--- config.mk ---
export PLATFORM = sky130hd
export DESIGN_NAME = mem_port_arbiter
export DESIGN_NICKNAME = d
export VERILOG_FILES = /design/src/rtl/mpa_pkg.sv /design/src/rtl/mpa_cpu_merge.sv /design/src/rtl/mpa_side_pick.sv /design/src/rtl/mem_port_arbiter.sv
export SDC_FILE = /design/constraint.sdc
export NUM_CORES = 1
export LEC_CHECK = 0
export ABC_CLOCK_PERIOD_IN_PS = 3900
export BUFFER_PORTS_ARGS = -buffer_cell sky130_fd_sc_hd__clkbuf_2
export CAP_MARGIN = 0
export CORE_AREA = 2 2 39 41
export CTS_CLUSTER_DIAMETER = 100
export DETAILED_ROUTE_END_ITERATION = 16
export DIE_AREA = 0 0 41 43
export PLACE_DENSITY = 0.49
export SKIP_LAST_GASP = 1
export SLEW_MARGIN = 20
export SYNTH_ARGS = -nofsm -noshare
export SYNTH_HDL_FRONTEND = slang
export SYNTH_SLANG_ARGS = --single-unit
--- constraint.sdc ---
create_clock -name clk -period 3.9 [get_ports clk]
set_input_delay 0.585 -clock clk [delete_from_list [all_inputs] [get_ports clk]]
set_output_delay 0.585 -clock clk [all_outputs]
set_load 0.01 [all_outputs]
--- src/rtl/mpa_pkg.sv ---
package mpa_pkg;
    localparam int GNT_W = 3;
    localparam int G_OP  = 0;
    localparam int G_IF  = 1;
    localparam int G_DMA = 2;
    localparam int CPU_W = 2;
    localparam int MODE_W = 2;
    localparam logic [MODE_W-1:0] MODE_FIXED  = 2'b00;
    localparam logic [MODE_W-1:0] MODE_TOGGLE = 2'b01;

    typedef struct packed {
        logic [GNT_W-1:0] grant;
        logic             vld;
        logic             err;
        logic             pri_dma;
    } arb_state_t;
endpackage

--- src/rtl/mpa_cpu_merge.sv ---
module mpa_cpu_merge
    import mpa_pkg::*;
(
    input  logic             op_req,
    input  logic             op_we,
    input  logic             if_req,
    output logic             cpu_req,
    output logic [CPU_W-1:0] cpu_sel,
    output logic             cpu_wr
);
    always_comb begin
        cpu_req = op_req | if_req;
        cpu_sel = '0;
        if (op_req) begin
            cpu_sel[G_OP] = 1'b1;
        end else if (if_req) begin
            cpu_sel[G_IF] = 1'b1;
        end
        cpu_wr = op_req & op_we;
    end
endmodule

--- src/rtl/mpa_side_pick.sv ---
module mpa_side_pick
    import mpa_pkg::*;
(
    input  logic [MODE_W-1:0] prio_mode,
    input  logic              pri_dma,
    input  logic              cpu_req,
    input  logic              dma_req,
    output logic              dma_win,
    output logic              cpu_win,
    output logic              toggle_en
);
    always_comb begin
        toggle_en = (prio_mode == MODE_TOGGLE);
        dma_win   = dma_req & (~cpu_req | ~toggle_en | pri_dma);
        cpu_win   = cpu_req & ~dma_win;
    end
endmodule

--- src/rtl/mem_port_arbiter.sv ---
module mem_port_arbiter
    import mpa_pkg::*;
#(
    parameter bit READ_ONLY = 1'b1
) (
    input  logic              clk,
    input  logic              rst_n,
    input  logic [MODE_W-1:0] prio_mode,
    input  logic              op_req,
    input  logic              op_we,
    input  logic              if_req,
    input  logic              dma_req,
    input  logic              done,
    output logic [GNT_W-1:0]  grant,
    output logic              grant_vld,
    output logic              err
);
    arb_state_t st_d, st_q;

    logic             cpu_req;
    logic [CPU_W-1:0] cpu_sel;
    logic             cpu_wr;
    logic             dma_win;
    logic             cpu_win;
    logic             toggle_en;
    logic             wr_block;
    logic             busy;
    logic             idle;

    mpa_cpu_merge u_merge (
        .op_req  (op_req),
        .op_we   (op_we),
        .if_req  (if_req),
        .cpu_req (cpu_req),
        .cpu_sel (cpu_sel),
        .cpu_wr  (cpu_wr)
    );

    mpa_side_pick u_pick (
        .prio_mode (prio_mode),
        .pri_dma   (st_q.pri_dma),
        .cpu_req   (cpu_req),
        .dma_req   (dma_req),
        .dma_win   (dma_win),
        .cpu_win   (cpu_win),
        .toggle_en (toggle_en)
    );

    generate
        if (READ_ONLY) begin : g_ro
            assign wr_block = cpu_wr;
        end else begin : g_rw
            assign wr_block = 1'b0;
        end
    endgenerate

    assign busy = |st_q.grant;
    assign idle = ~busy & ~st_q.err;

    always_comb begin
        st_d     = st_q;
        st_d.vld = 1'b0;
        st_d.err = 1'b0;
        if (busy) begin
            if (done) begin
                st_d.grant = '0;
            end
        end else if (idle) begin
            if (dma_win) begin
                st_d.grant        = '0;
                st_d.grant[G_DMA] = 1'b1;
                st_d.vld          = 1'b1;
                if (toggle_en) begin
                    st_d.pri_dma = 1'b0;
                end
            end else if (cpu_win) begin
                if (wr_block) begin
                    st_d.err = 1'b1;
                end else begin
                    st_d.grant = {1'b0, cpu_sel};
                    st_d.vld   = 1'b1;
                    if (toggle_en) begin
                        st_d.pri_dma = 1'b1;
                    end
                end
            end
        end
    end

    always_ff @(posedge clk) begin
        if (!rst_n) begin
            st_q.grant   <= '0;
            st_q.vld     <= 1'b0;
            st_q.err     <= 1'b0;
            st_q.pri_dma <= 1'b1;
        end else begin
            st_q <= st_d;
        end
    end

    assign grant     = st_q.grant;
    assign grant_vld = st_q.vld;
    assign err       = st_q.err;
endmodule

# ---- Word-level counts from Yosys, hierarchy flattened
# Index checks and enable logic that the tools add are counted.
dict set report op_classes {
  mux 15
  n_reduce_logical 8
  n_bitwise 15
  eq_ne 4
}
# op count
set ops {}
lappend ops {{$mux 6} 2}
lappend ops {{$mux 1} 9}
lappend ops {{$mux 4} 2}
lappend ops {{$not 1->1} 8}
lappend ops {{$reduce_or 7->1} 1}
lappend ops {{$mux 3} 2}
lappend ops {{$reduce_and 5->1} 1}
lappend ops {{$reduce_or 5->1} 1}
lappend ops {{$and 1x1->1} 4}
lappend ops {{$reduce_and 4->1} 1}
lappend ops {{$reduce_bool 2->1} 2}
lappend ops {{$ne 3x1->1 const B} 1}
lappend ops {{$or 1x1->1} 3}
lappend ops {{$reduce_bool 3->1} 1}
lappend ops {{$reduce_or 3->1} 1}
lappend ops {{$eq 2x1->1 const B} 1}
lappend ops {{$ne 2x1->1 const B} 1}
lappend ops {{$ne 2x2->1 const B} 1}
dict set report totals {
  out_inout_bits 5
  ff_bits 6
  inputBits 9
  elab_cells 46
}

# ---- Longest topological paths before layout
# Gate-level depths: netlist of run 1.
dict set report logic_depth {
  depth_word 11
  depth_mapped 3
  ltp_nobuf 3
}

# ---- Modules after synthesis
# A second synthesis of run 1 with hierarchy kept.
dict set report unflattened {
  cells_unflattened 37
  hier_area_um2 337.8
}
# mod n_inst seq_area_each_um2 cells_per_inst area_each_um2
set by_module_without_submodules {}
lappend by_module_without_submodules {mem_port_arbiter 1 120.1 28 270.3}
lappend by_module_without_submodules {mpa_side_pick 1 0.0 5 37.5}
lappend by_module_without_submodules {mpa_cpu_merge 1 0.0 4 30.0}

# ---- Worst setup path before layout of run 1
# Ideal clock, no wire load.
dict set report synth_path {
  path_kind {in2reg}
  startpoint {in prio_mode[1]}
  endpoint {reg grant[2] (netlist name)}
  path_buffers 0
  stages 3
  setup_slack_ns 2.366
  required_time_ns 3.783
  setup_ns 0.117
  arrival_time_ns 1.416
  path_cell_list {or3b_4 -> o21a_4 -> a32o_1}
}
dict set report synth_between {
  elab_chain_len 9
  word_cells_on_any_way 13
  cone_classes {eq/ne: 2; mux: 3; bitwise: 6; reduce/logical: 2}
}
# item line
set synth_rtl {}
lappend synth_rtl {{start: declaration} mem_port_arbiter.sv:8} ;# input logic [MODE_W-1:0] prio_mode,
lappend synth_rtl {{$eq 2x1->1 *} mpa_side_pick.sv:13} ;# toggle_en = (prio_mode == MODE_TOGGLE);
lappend synth_rtl {{$not 1->1 *} mpa_side_pick.sv:14} ;# dma_win = dma_req & (~cpu_req | ~toggle_en | pri_dma);
lappend synth_rtl {{$or 1x1->1 * (2 in series)} mpa_side_pick.sv:14}
lappend synth_rtl {{$and 1x1->1 *} mpa_side_pick.sv:14}
lappend synth_rtl {{$not 1->1} mpa_side_pick.sv:15} ;# cpu_win = cpu_req & ~dma_win;
lappend synth_rtl {{$and 1x1->1} mpa_side_pick.sv:15}
lappend synth_rtl {{$reduce_bool 3->1 (no source line)} --}
lappend synth_rtl {{$reduce_and 4->1 (no source line)} --}
# Mark *: on every way between the ends. The rest lies on a longest branch, timed or not. The select of a mux whose other input is x is not followed.
# A chain may end at the register's enable or synchronous reset.

# ---- Final worst setup path of run 1
dict set report layout_path {
  startpoint {in prio_mode[0]}
  endpoint {reg grant[1] (netlist name)}
}
dict set report layout_between {
  elab_chain_len 9
  word_cells_on_any_way 13
  cone_classes {eq/ne: 2; mux: 3; bitwise: 6; reduce/logical: 2}
}
# item line
set layout_rtl {}
lappend layout_rtl {{$eq 2x1->1 *} mpa_side_pick.sv:13}
lappend layout_rtl {{$not 1->1 *} mpa_side_pick.sv:14}
lappend layout_rtl {{$or 1x1->1 * (2 in series)} mpa_side_pick.sv:14}
lappend layout_rtl {{$and 1x1->1 *} mpa_side_pick.sv:14}
lappend layout_rtl {{$not 1->1} mpa_side_pick.sv:15}
lappend layout_rtl {{$and 1x1->1} mpa_side_pick.sv:15}
lappend layout_rtl {{$reduce_bool 3->1 (no source line)} --}
lappend layout_rtl {{$reduce_and 4->1 (no source line)} --}
# Marks and branches as above.

==> results of run 1 <==
[cell type report]
class | instances | area [sq um] | area share [%]
inverters | 4 | 15.0 | 3.82
well taps | 16 | 20.0 | 5.10
clock buffers | 3 | 22.5 | 5.73
multi-input cells | 19 | 150 | 38.2
flip-flops and latches | 6 | 120 | 30.6
repair buffers | 13 | 65.1 | 16.6
[metrics by stage]
step           util, %  area [sq um]  instances  power [W]  setup slack [ns]
5_1_grt           28.4           393         61   0.000162              2.47
2_1_floorplan        -           285         29  0.0000845              2.37
3_5_place_dp      26.8           370         58  0.0000963              2.23
3_3_place_gp      26.8           370         58  0.0000967              2.21
4_1_cts           28.4           393         61   0.000154              2.48
6_report          28.4           393         61   0.000149              2.48
[Yosys cell counts]
cell	instances
or3b_4	1
a41o_1	1
o41ai_2	2
nor3_1	1
inv_1	4
o311ai_1	1
nor2b_1	1
nor2_1	1
a32o_1	1
nand2_1	6
o31ai_1	1
o21a_4	1
nor4_2	1
dfxtp_1	6
a21oi_1	1
[critical path, stage by stage]
cell and delay, ns:
clkbuf_2 0.09, or3b_4 0.39, o21a_4 0.24, o41ai_2 0.26
[power groups by stage]
stage	combinational, W	sequential, W	clock [W]
final	0.0000266	0.0000683	0.0000545
after global routing	0.0000300	0.0000686	0.0000634
after CTS	0.0000270	0.0000683	0.0000583
after detailed placement	0.0000269	0.0000694	0
after global placement	0.0000273	0.0000694	0
after floorplan	0.0000137	0.0000708	0
[final timing paths]
kind / depth (start not counted) / from / slack, ns / endpoint
worst max-delay path: 4 / prio_mode[0] / 2.48 / grant[1]$_SDFFE_PN0P_
worst min-delay path: 2 / grant[1]$_SDFFE_PN0P_ / 0.50 / grant[1]$_SDFFE_PN0P_
worst max register to register: 3 / st_q[0]$_SDFFE_PN1P_ / 2.59 / grant[1]$_SDFFE_PN0P_
worst min register to register: 2 / grant[1]$_SDFFE_PN0P_ / 0.50 / grant[1]$_SDFFE_PN0P_
[sequential cells by signal (all words and copies together), names as in the netlist]
signal	flops
grant	3
err	1
grant_vld	1
st_q	1
[cell usage in the layout, fill, tap and decap left out]
| master | n |
|---|---|
| nor2_1 | 1 |
| nor3_1 | 1 |
| clkbuf_4 | 3 |
| a32o_1 | 1 |
| o31ai_1 | 1 |
| or3b_4 | 1 |
| o41ai_2 | 2 |
| o21a_4 | 1 |
| dfxtp_1 | 6 |
| inv_1 | 4 |
| nor4_2 | 1 |
| nor2b_1 | 1 |
| o311ai_1 | 1 |
| clkbuf_2 | 13 |
| nand2_1 | 6 |
| a21oi_1 | 1 |
| a41o_1 | 1 |
[per-layer routing]
| layer | up-vias | share of wire (%) | GRT usage [%] |
|---|---|---|---|
| met5 | - | 0 | 0 |
| met4 | 0 | 0 | 0 |
| met3 | 0 | 10 | 9.42 |
| met2 | 10 | 44 | 11.3 |
| met1 | 116 | 46 | 8.06 |
| li1 | 140 | - | - |
[logic make-up after synthesis]
logic type,after synthesis
AND/OR/NAND/NOR,11
flip-flops,6
buffers and inverters,4
AO/OA/AOI/OAI,8
==> results by group, run 1 <==
Pwr
  – Leakage power: 0.205 nW
  – PwrDens: 380 nW/um^2
  – Part of the power in the clock network: 36.5%
  – Int Power: 0.000113 W
  – Worst IR Drop VDD: 0.000202 V
  – Sw frac: 24.6%
  – Flop pwr share: 45.7%
  – Logic pwr share: 17.8%
  – Psw: 0.0000368 W

Synthesis
  – Register area share after synthesis: 42.1%
  – Avg Cell Area, Syn: 9.84 sq um
  – Synth warnings: 0
  – Post-Syn Area: 285 sq um
  – Post-synthesis xor/xnor area fraction: 0%
  – Synthesized netlist cell count: 29
  – Post-synthesis compound-gate area fraction: 31.1%
  – Top cell type's share of synthesized area: 42.1%
  – Main combinational cell family by area after synthesis: compound AO/OA/AOI/OAI gates
  – Adder-Cell Fraction of Synth Area: 0%
  – Syn nets: 38
  – Post-synthesis register bit count: 6
  – Largest cells by area after synthesis: dfxtp_1 42%, o41ai_2 11%, nand2_1 7.9%, inv_1 5.3%, o21a_4 5.3%
  – Yosys cell types: 15
  – Post-synthesis mux area share: 0%
  – Post-synth top area cell: dfxtp_1
  – Synth Area in Simple Gates: 21.5%

Floorplan
  – Core footprint: 1380 sq um
  – Ports: 14
  – Die Width: 41 um
  – Die H: 43 um
  – Die footprint: 1760 sq um
  – Std-Cell Rows: 14
  – Initial core utilization: 20.6%

Clock network
  – H-tree depth: 1
  – TritonCTS Buffers: 3
  – Clock latency at the later pin of the worst-skew pair: 0.24 ns
  – CTS tree: built
  – CTS clk-pin slew, worst paths: 0.04 ns
  – Post-CTS setup buffers: 0
  – Root Driver: clkbuf_4
  – Number of hold buffers added after CTS: 0
  – CTS resizes: 0
  – Sink Count: 6
  – Maximum clock insertion buffer count: 2

Timing
  – Fin crit share: 36.3%
  – Hold WS: 0.499 ns
  – Setup TNS Final: 0 ns
  – Min Tclk post-route: 1.42 ns
  – RSZ-0062 raised after global routing: false
  – Relative slew slack: 74.1%
  – Setup Skew: 0.000821 ns
  – Max Fclk: 706 MHz
  – Slew Limit Fails: 0
  – Slew @ Worst Pin: 0.385 ns
  – Final setup violation count: 0
  – Final Hold Violating Endpoints: 0

Setup path
  – CP required: 4.04 ns
  – CP max FO: 4
  – Critical Path Start Type: input port
  – Crit path arrival time: 1.56 ns
  – WS Path Type: in -> reg
  – Setup crit end kind: flop

Cells and area
  – # fillers: 154
  – P&R area growth vs syn: 37.7%
  – Ant diodes: 0
  – Share of layout cells above drive strength 1: 46.7%
  – Nets@finish: 56

Routing
  – Total number of vias: 266
  – DRT Wirelength: 590 um
  – Residual DRC: 0
  – Drt first pass iters: 2
  – 1st-iter DRT viols: 2
  – Vias per cell: 4.36
  – Detail Route Antenna Nets: 0
  – Post-DR wirelength/cell: 9.67 um

Flow run
  – Max-cap violations: 0

GRT
  – Vias in the first global route: 238
  – Gr ovfl total: 0
  – Largest net degree at the start of global routing: 6
  – Initial antenna violation count: 0
  – Total track usage: 7.94%
  – Global-route wire length before repair: 876 um

Placement
  – IO buf count: 13
  – GPL Wtd Cong: 0.652
  – Dpl hpwl: 501 um

Hold path
  – Hold WC Path Type: reg -> reg

Outcome
  – Outcome: completed
Power figures use the tool's default switching activity.
==> run 2, diff against run 1 <==
--- a/config.mk
+++ b/config.mk
@@ -5,14 +5,14 @@
 export SDC_FILE = /design/constraint.sdc
 export NUM_CORES = 1
 export LEC_CHECK = 0
-export ABC_CLOCK_PERIOD_IN_PS = 3900
+export ABC_CLOCK_PERIOD_IN_PS = 1290
 export BUFFER_PORTS_ARGS = -buffer_cell sky130_fd_sc_hd__clkbuf_2
 export CAP_MARGIN = 0
 export CORE_AREA = 2 2 39 41
 export CTS_CLUSTER_DIAMETER = 100
 export DETAILED_ROUTE_END_ITERATION = 16
 export DIE_AREA = 0 0 41 43
-export PLACE_DENSITY = 0.49
+export PLACE_DENSITY = 0.51
 export SKIP_LAST_GASP = 1
 export SLEW_MARGIN = 20
 export SYNTH_ARGS = -nofsm -noshare
==> constraint.sdc (replaced) <==
create_clock -name clk -period 1.29 [get_ports clk]
set_input_delay 0.1935 -clock clk [delete_from_list [all_inputs] [get_ports clk]]
set_output_delay 0.1935 -clock clk [all_outputs]
set_load 0.01 [all_outputs]
==> run 2 against run 1 <==
Compared with the run above: first-iteration DRC count unchanged; combinational power grew to 3.7 times the previous value; final cell count increased by 3.3%; highest routed layer is now met4; register-to-register slack lost 2.6 ns; die area is the same; critical endpoint is now grant[0]$_SDFFE_PN0P_; sequential power grew to 3.0 times the previous value; clock skew hardly changed.
==> results by group, run 2 (synthesis results as in run 1) <==
Timing
  – Min Tclk post-route: 1.27 ns
  – RSZ-0062 raised after global routing: true
  – Setup Skew: 0.000942 ns (+0.000120 ns)
  – Final setup violation count: 0 (unchanged)
  – Fin crit share: 98.7%
  – Final Hold Violating Endpoints: 0 (unchanged)
  – Max Fclk: 785 MHz
  – Slew Limit Fails: 0 (unchanged)
  – Hold WS: 0.165 ns (-0.334 ns)
  – Slew @ Worst Pin: 0.301 ns (-0.0838 ns)
  – Relative slew slack: 79.8% (+5.6 points)
  – Setup TNS Final: 0 ns (unchanged)

GRT
  – Vias in the first global route: 263 (+11%)
  – Global-route wire length before repair: 1060 um (+20%)
  – Routing usage on met2: 13.1% (+1.9 points)
  – Initial antenna violation count: 0 (unchanged)
  – Layer with the highest usage: met2
  – Gr ovfl total: 0 (unchanged)
  – Largest net degree at the start of global routing: 6 (unchanged)
  – Met1 Usage GRT: 11.0% (+3.0 points)
  – Met3 usage: 3.14% (-6.3 points)
  – Total track usage: 9.47% (+1.5 points)

Floorplan
  – Die Width: 41 um (unchanged)
  – Initial core utilization: 20.6% (unchanged)
  – Core footprint: 1380 sq um (unchanged)
  – Die H: 43 um (unchanged)
  – Ports: 14 (unchanged)
  – Die footprint: 1760 sq um (unchanged)
  – Std-Cell Rows: 14 (unchanged)

Routing
  – Detail Route Antenna Nets: 0 (unchanged)
  – Vias per cell: 4.63 (+6.3%)
  – Residual DRC: 0 (unchanged)
  – Total number of vias: 292 (+9.8%)
  – DRT Wirelength: 717 um (+22%)
  – Post-DR wirelength/cell: 11.4 um (+18%)
  – 1st-iter DRT viols: 2 (unchanged)
  – Drt first pass iters: 2 (unchanged)

Clock network
  – Number of hold buffers added after CTS: 0 (unchanged)
  – Maximum clock insertion buffer count: 2 (unchanged)
  – Sink Count: 6 (unchanged)
  – CTS tree: built
  – Post-CTS setup buffers: 0 (unchanged)
  – H-tree depth: 1 (unchanged)
  – CTS clk-pin slew, worst paths: 0.05 ns (about the same)
  – TritonCTS Buffers: 3 (unchanged)
  – Root Driver: clkbuf_4
  – Clock latency at the later pin of the worst-skew pair: 0.24 ns (about the same)

Cells and area
  – Nets@finish: 58 (+3.6%)
  – Max FFs per register: 3 (unchanged)
  – Ant diodes: 0 (unchanged)
  – Area of the multi-input gates: 164 sq um (+9.2%)
  – FF/Latch Area: 121 sq um (+1.0%)
  – Most frequent cells in the layout: 13 x clkbuf_2, 5 x nand2_1, 5 x dfxtp_1, 4 x inv_1, 3 x clkbuf_4
  – Finished Cell Area: 423 sq um (+7.6%)
  – Commonest non-fill, non-tap cell in the layout: clkbuf_2
  – Final Non-Filler Cells: 63 (+3.3%)
  – # fillers: 150 (-2.6%)
  – P&R area growth vs syn: 48.2%
  – Share of layout cells above drive strength 1: 53.2% (+6.5 points)
  – Largest reg by FF count: grant

Outcome
  – Outcome: completed

Pwr
  – Worst IR Drop VDD: 0.000465 V (+130%)
  – Overall power: 0.000477 W (+220%)
  – Leakage power: 0.224 nW (+9.0%)
  – PwrDens: 1130 nW/um^2 (+200%)

Setup path
  – CP required: 1.44 ns (-2.60 ns)
  – WS Path Type: reg -> reg
  – Crit path arrival time: 1.42 ns (-0.14 ns)
  – CP max FO: 4 (unchanged)
  – Critical Path Start Type: flop
  – Setup crit end kind: flop

Hold path
  – Hold WC Path Type: in -> reg

Flow run
  – Max-cap violations: 0 (unchanged)

Placement
  – GPL Wtd Cong: 0.709 (+8.8%)
  – Area after DPL: 385 sq um (+4.1%)
  – Placed Cells: 60 (+3.4%)
  – Dpl hpwl: 526 um (+4.9%)
  – IO buf count: 13 (unchanged)
==> run 2: cell types whose count changed in the layout (fill, tap and decap cells not counted) <==
cell     before  now
buf_4         0    2
o41ai_2       2    1
nand2_2       0    1
nand2_1       6    5
dfxtp_1       6    5
o41ai_4       0    1
dfxtp_2       0    1
==> run 2: layout make-up <==
cell class	count	share of cell area, %
multi-input cells	19	38.8
flip-flops and latches	6	28.7
repair buffers	15	18.9
clock buffers	3	5.33
well taps	16	4.73
inverters	4	3.55
==> run 2: through the flow <==
| stage | util, % | setup slack (ns) |
|---|---|---|
| floorplan | - | 0.0272 |
| global placement | 27.8 | 0.00270 |
| detailed placement | 27.8 | 0.00656 |
| CTS | 29.5 | 0.0181 |
| global route | 30.6 | -0.0160 |
| finish | 30.6 | 0.0162 |
==> run 2: what timing repair did <==
item,4_1_cts,5_1_grt
resized for setup,0,3
endpoints found under the setup margin,1,3
cloned,0,0
pin swaps,1,4
==> run 2: report_power, final <==
part           switching (W)  internal [W]  total (W)  leakage [nW]
registers         0.00000808      0.000199   0.000207        0.0488
logic              0.0000535     0.0000456  0.0000992         0.161
clock network      0.0000663      0.000105   0.000171        0.0138
total               0.000128      0.000350   0.000477         0.224
==> run 2: path summary, 6_finish.rpt <==
check,from,end,slack (ns),depth (start not counted)
worst min register to register,grant[0]$_SDFFE_PN0P_,grant[0]$_SDFFE_PN0P_,0.51,2
worst max-delay path,st_q[0]$_SDFFE_PN1P_,grant[0]$_SDFFE_PN0P_,0.02,3
worst min-delay path,op_we,grant[0]$_SDFFE_PN0P_,0.17,2
worst max register to register,st_q[0]$_SDFFE_PN1P_,grant[0]$_SDFFE_PN0P_,0.02,3
==> run 2: layer usage <==
| metal | share of wire (%) | vias to the layer above |
|---|---|---|
| li1 | - | 147 |
| met1 | 41 | 136 |
| met2 | 52 | 7 |
| met3 | 5.3 | 2 |
| met4 | 1.4 | 0 |
| met5 | 0 | - |
==> run 2: critical path, stage by stage, from the launching register on <==
cell and delay (ns):
dfxtp_2 0.31, or3b_4 0.37, o21a_4 0.25, o41ai_2 0.25
==> run 3, diff against run 2 <==
--- a/config.mk
+++ b/config.mk
@@ -5,6 +5,7 @@
 export SDC_FILE = /design/constraint.sdc
 export NUM_CORES = 1
 export LEC_CHECK = 0
+export ABC_AREA = 1
 export ABC_CLOCK_PERIOD_IN_PS = 1290
 export BUFFER_PORTS_ARGS = -buffer_cell sky130_fd_sc_hd__clkbuf_2
 export CAP_MARGIN = 0
@@ -12,7 +13,7 @@
 export CTS_CLUSTER_DIAMETER = 100
 export DETAILED_ROUTE_END_ITERATION = 16
 export DIE_AREA = 0 0 41 43
-export PLACE_DENSITY = 0.51
+export PLACE_DENSITY = 0.57
 export SKIP_LAST_GASP = 1
 export SLEW_MARGIN = 20
 export SYNTH_ARGS = -nofsm -noshare
==> run 3 against run 2 <==
Compared with the run above: core utilization up 3.0 points; wire length decreased by 5.4%; worst setup slack better by 0.17 ns; clock power is essentially flat; sequential cell count did not move; via count up 16%; die area stayed put; first-iteration DRC count increased to 3.5 times the previous value; final cell count up 24%; critical path type unchanged; critical endpoint unchanged; largest power group unchanged.
==> results by group, run 3 <==
Outcome
  – Outcome: completed

Clock network
  – Clock latency at the later pin of the worst-skew pair: 0.24 ns (about the same)
  – H-tree depth: 1 (unchanged)
  – TritonCTS Buffers: 3 (unchanged)
  – Number of hold buffers added after CTS: 0 (unchanged)
  – CTS clk-pin slew, worst paths: 0.04 ns (about the same)
  – Maximum clock insertion buffer count: 2 (unchanged)
  – Root Driver: clkbuf_4
  – Sink Count: 6 (unchanged)
  – Post-CTS setup buffers: 0 (unchanged)
  – CTS tree: built
  – CTS resizes: 0 (unchanged)

Floorplan
  – Ports: 14 (unchanged)
  – Std-Cell Rows: 14 (unchanged)
  – Die footprint: 1760 sq um (unchanged)
  – Initial core utilization: 25.8% (+5.2 points)
  – Die Width: 41 um (unchanged)
  – Die H: 43 um (unchanged)
  – Core footprint: 1380 sq um (unchanged)

Routing
  – Routed length on met1: 302 um (+1.7%)
  – 1st-iter DRT viols: 7 (+5)
  – Detail Route Antenna Nets: 0 (unchanged)
  – Top routing layer in use: met4
  – DRT Wirelength: 678 um (-5.4%)
  – Vias per cell: 4.36 (-6.0%)
  – Met3 WL: 54 um (+42%)
  – Total number of vias: 340 (+16%)
  – Drt first pass iters: 4 (+2)
  – Residual DRC: 0 (unchanged)
  – Met2 Routed Length: 308 um (-17%)
  – Post-DR wirelength/cell: 8.69 um (-24%)

Placement
  – GPL Wtd Cong: 0.769 (+8.4%)
  – IO buf count: 13 (unchanged)

Timing
  – Setup TNS Final: 0 ns (unchanged)
  – RSZ-0062 raised after global routing: false
  – Fin crit share: 85.8% (-13 points)
  – Final Hold Violating Endpoints: 0 (unchanged)
  – Slew @ Worst Pin: 0.162 ns (-0.138 ns)
  – Setup Skew: 0.00423 ns (+0.00329 ns)
  – Slew Limit Fails: 0 (unchanged)
  – Final setup violation count: 0 (unchanged)
  – Min Tclk post-route: 1.11 ns (-0.168 ns)
  – Max Fclk: 904 MHz (+15%)
  – Relative slew slack: 89.1% (+9.4 points)

Hold path
  – Hold-critical path depth: 2 (unchanged)
  – Hold WC Path Type: in -> reg

Pwr
  – Leakage power: 0.249 nW (+11%)
  – PwrDens: 1090 nW/um^2 (-3.8%)
  – Worst IR Drop VDD: 0.000621 V (+34%)

Setup path
  – FF-to-FF path depth: 6 (+3)
  – CP max FO: 3 (-1)
  – Crit path arrival time: 1.24 ns (-0.18 ns)
  – Critical Path Start Type: flop
  – WS Path Type: reg -> reg
  – Setup crit end kind: flop
  – CP required: 1.42 ns (-0.02 ns)
  – Reg-to-reg slack, setup: 0.18 ns (+0.17 ns)

Synthesis
  – Post-synth top area cell: dfxtp_1
  – Avg Cell Area, Syn: 7.75 sq um (-21%)
  – Post-synth top flop: dfxtp_1
  – Post-synthesis xor/xnor area fraction: 0% (unchanged)
  – Synth warnings: 0 (unchanged)
  – Post-synthesis mux area share: 0% (unchanged)
  – Post-Syn Area: 357 sq um (+25%)
  – Register area share after synthesis: 33.7% (-8.4 points)
  – Post-synthesis compound-gate area fraction: 5.26% (-26 points)
  – Post-synthesis register bit count: 6 (unchanged)
  – Synth Area in Simple Gates: 51.2% (+30 points)
  – Async SR Flop Fraction: 0% (unchanged)
  – Largest cells by area after synthesis: dfxtp_1 34%, nand3_1 9.8%, nand2_4 9.5%, inv_1 7.4%, nand2_1 5.3%
  – Yosys cell types: 17 (+2)
  – Commonest cells in the netlist: 7 x inv_1, 7 x nand3_1, 6 x dfxtp_1
  – Top cell type's share of synthesized area: 33.7% (-8.4 points)
  – EDFF count, synth: 0 (unchanged)
  – Syn nets: 55 (+45%)
  – Adder-Cell Fraction of Synth Area: 0% (unchanged)
  – Synthesized netlist cell count: 46 (+59%)
  – Main combinational cell family by area after synthesis: simple AND/OR/NAND/NOR gates

Cells and area
  – Largest reg by FF count: grant
  – Share of layout cells above drive strength 1: 46.8% (-6.4 points)
  – P&R area growth vs syn: 30.2%
  – Max FFs per register: 3 (unchanged)
  – Ant diodes: 0 (unchanged)
  – Nets@finish: 73 (+26%)
  – Commonest non-fill, non-tap cell in the layout: clkbuf_2
  – Final core occ: 33.5% (+3.0 points)
  – Most frequent cells in the layout: 13 x clkbuf_2, 7 x inv_1, 7 x nand3_1, 6 x dfxtp_1, 5 x nand2_1

GRT
  – Gr ovfl total: 0 (unchanged)
  – Largest net degree at the start of global routing: 5 (-1)
  – Total track usage: 9.54% (+0.072 points)
  – Initial antenna violation count: 0 (unchanged)
  – Global-route wire length before repair: 1080 um (+2.7%)
  – Vias in the first global route: 301 (+14%)

Flow run
  – Max-cap violations: 0 (unchanged)
-- run 3: stage by stage --
step           std cells  hold WS [ns]  worst slack, ns  power, W  area, sq um
2_1_floorplan         46         0.279            0.224  0.000299          357
3_3_place_gp          75         0.403            0.205  0.000339          442
3_5_place_dp          75         0.411            0.198  0.000338          442
4_1_cts               78         0.154            0.187  0.000515          464
5_1_grt               78         0.154           0.0515  0.000550          464
6_report              78         0.156            0.184  0.000504          464
-- run 3: per-layer routing --
metal  up-vias  global-route usage [%]
met4         0                    2.00
met1       141                    11.6
met3         2                    7.85
li1        185                       -
met5         -                       0
met2        12                    12.8
-- run 3: power by group --
part           internal [W]  switching, W
clock              0.000105     0.0000641
sequential         0.000200    0.00000807
combinational     0.0000494     0.0000778
total              0.000354      0.000150
-- run 3: final cells by class --
cell class	count	area [sq um]
sequential	6	120
multi-input combinational	31	201
fill	152	920
clock buffer	3	22.5
tap	16	20.0
timing repair buffer	13	65.1
inverter	9	35.0
-- run 3: path summary, 6_finish.rpt --
check,startpoint,endpoint
worst max-delay path,grant[0]$_SDFFE_PN0P_,grant[0]$_SDFFE_PN0P_
worst min-delay path,rst_n,st_q[0]$_SDFFE_PN1P_
worst max register to register,grant[0]$_SDFFE_PN0P_,grant[0]$_SDFFE_PN0P_
worst min register to register,st_q[0]$_SDFFE_PN1P_,st_q[0]$_SDFFE_PN1P_
-- run 3: cell families after synthesis --
family	count (synthesis)
DFF	6
and+or+nand+nor	28
buffers and inverters	9
AOI/OAI and AO/OA	3
-- run 3: worst max-delay path: stages (launching register included) --
cell,delay (ns)
dfxtp_1,0.32
nor2_1,0.16
nand3b_2,0.14
nor2_2,0.16
nand2_2,0.09
nand3_1,0.08
a21oi_2,0.05
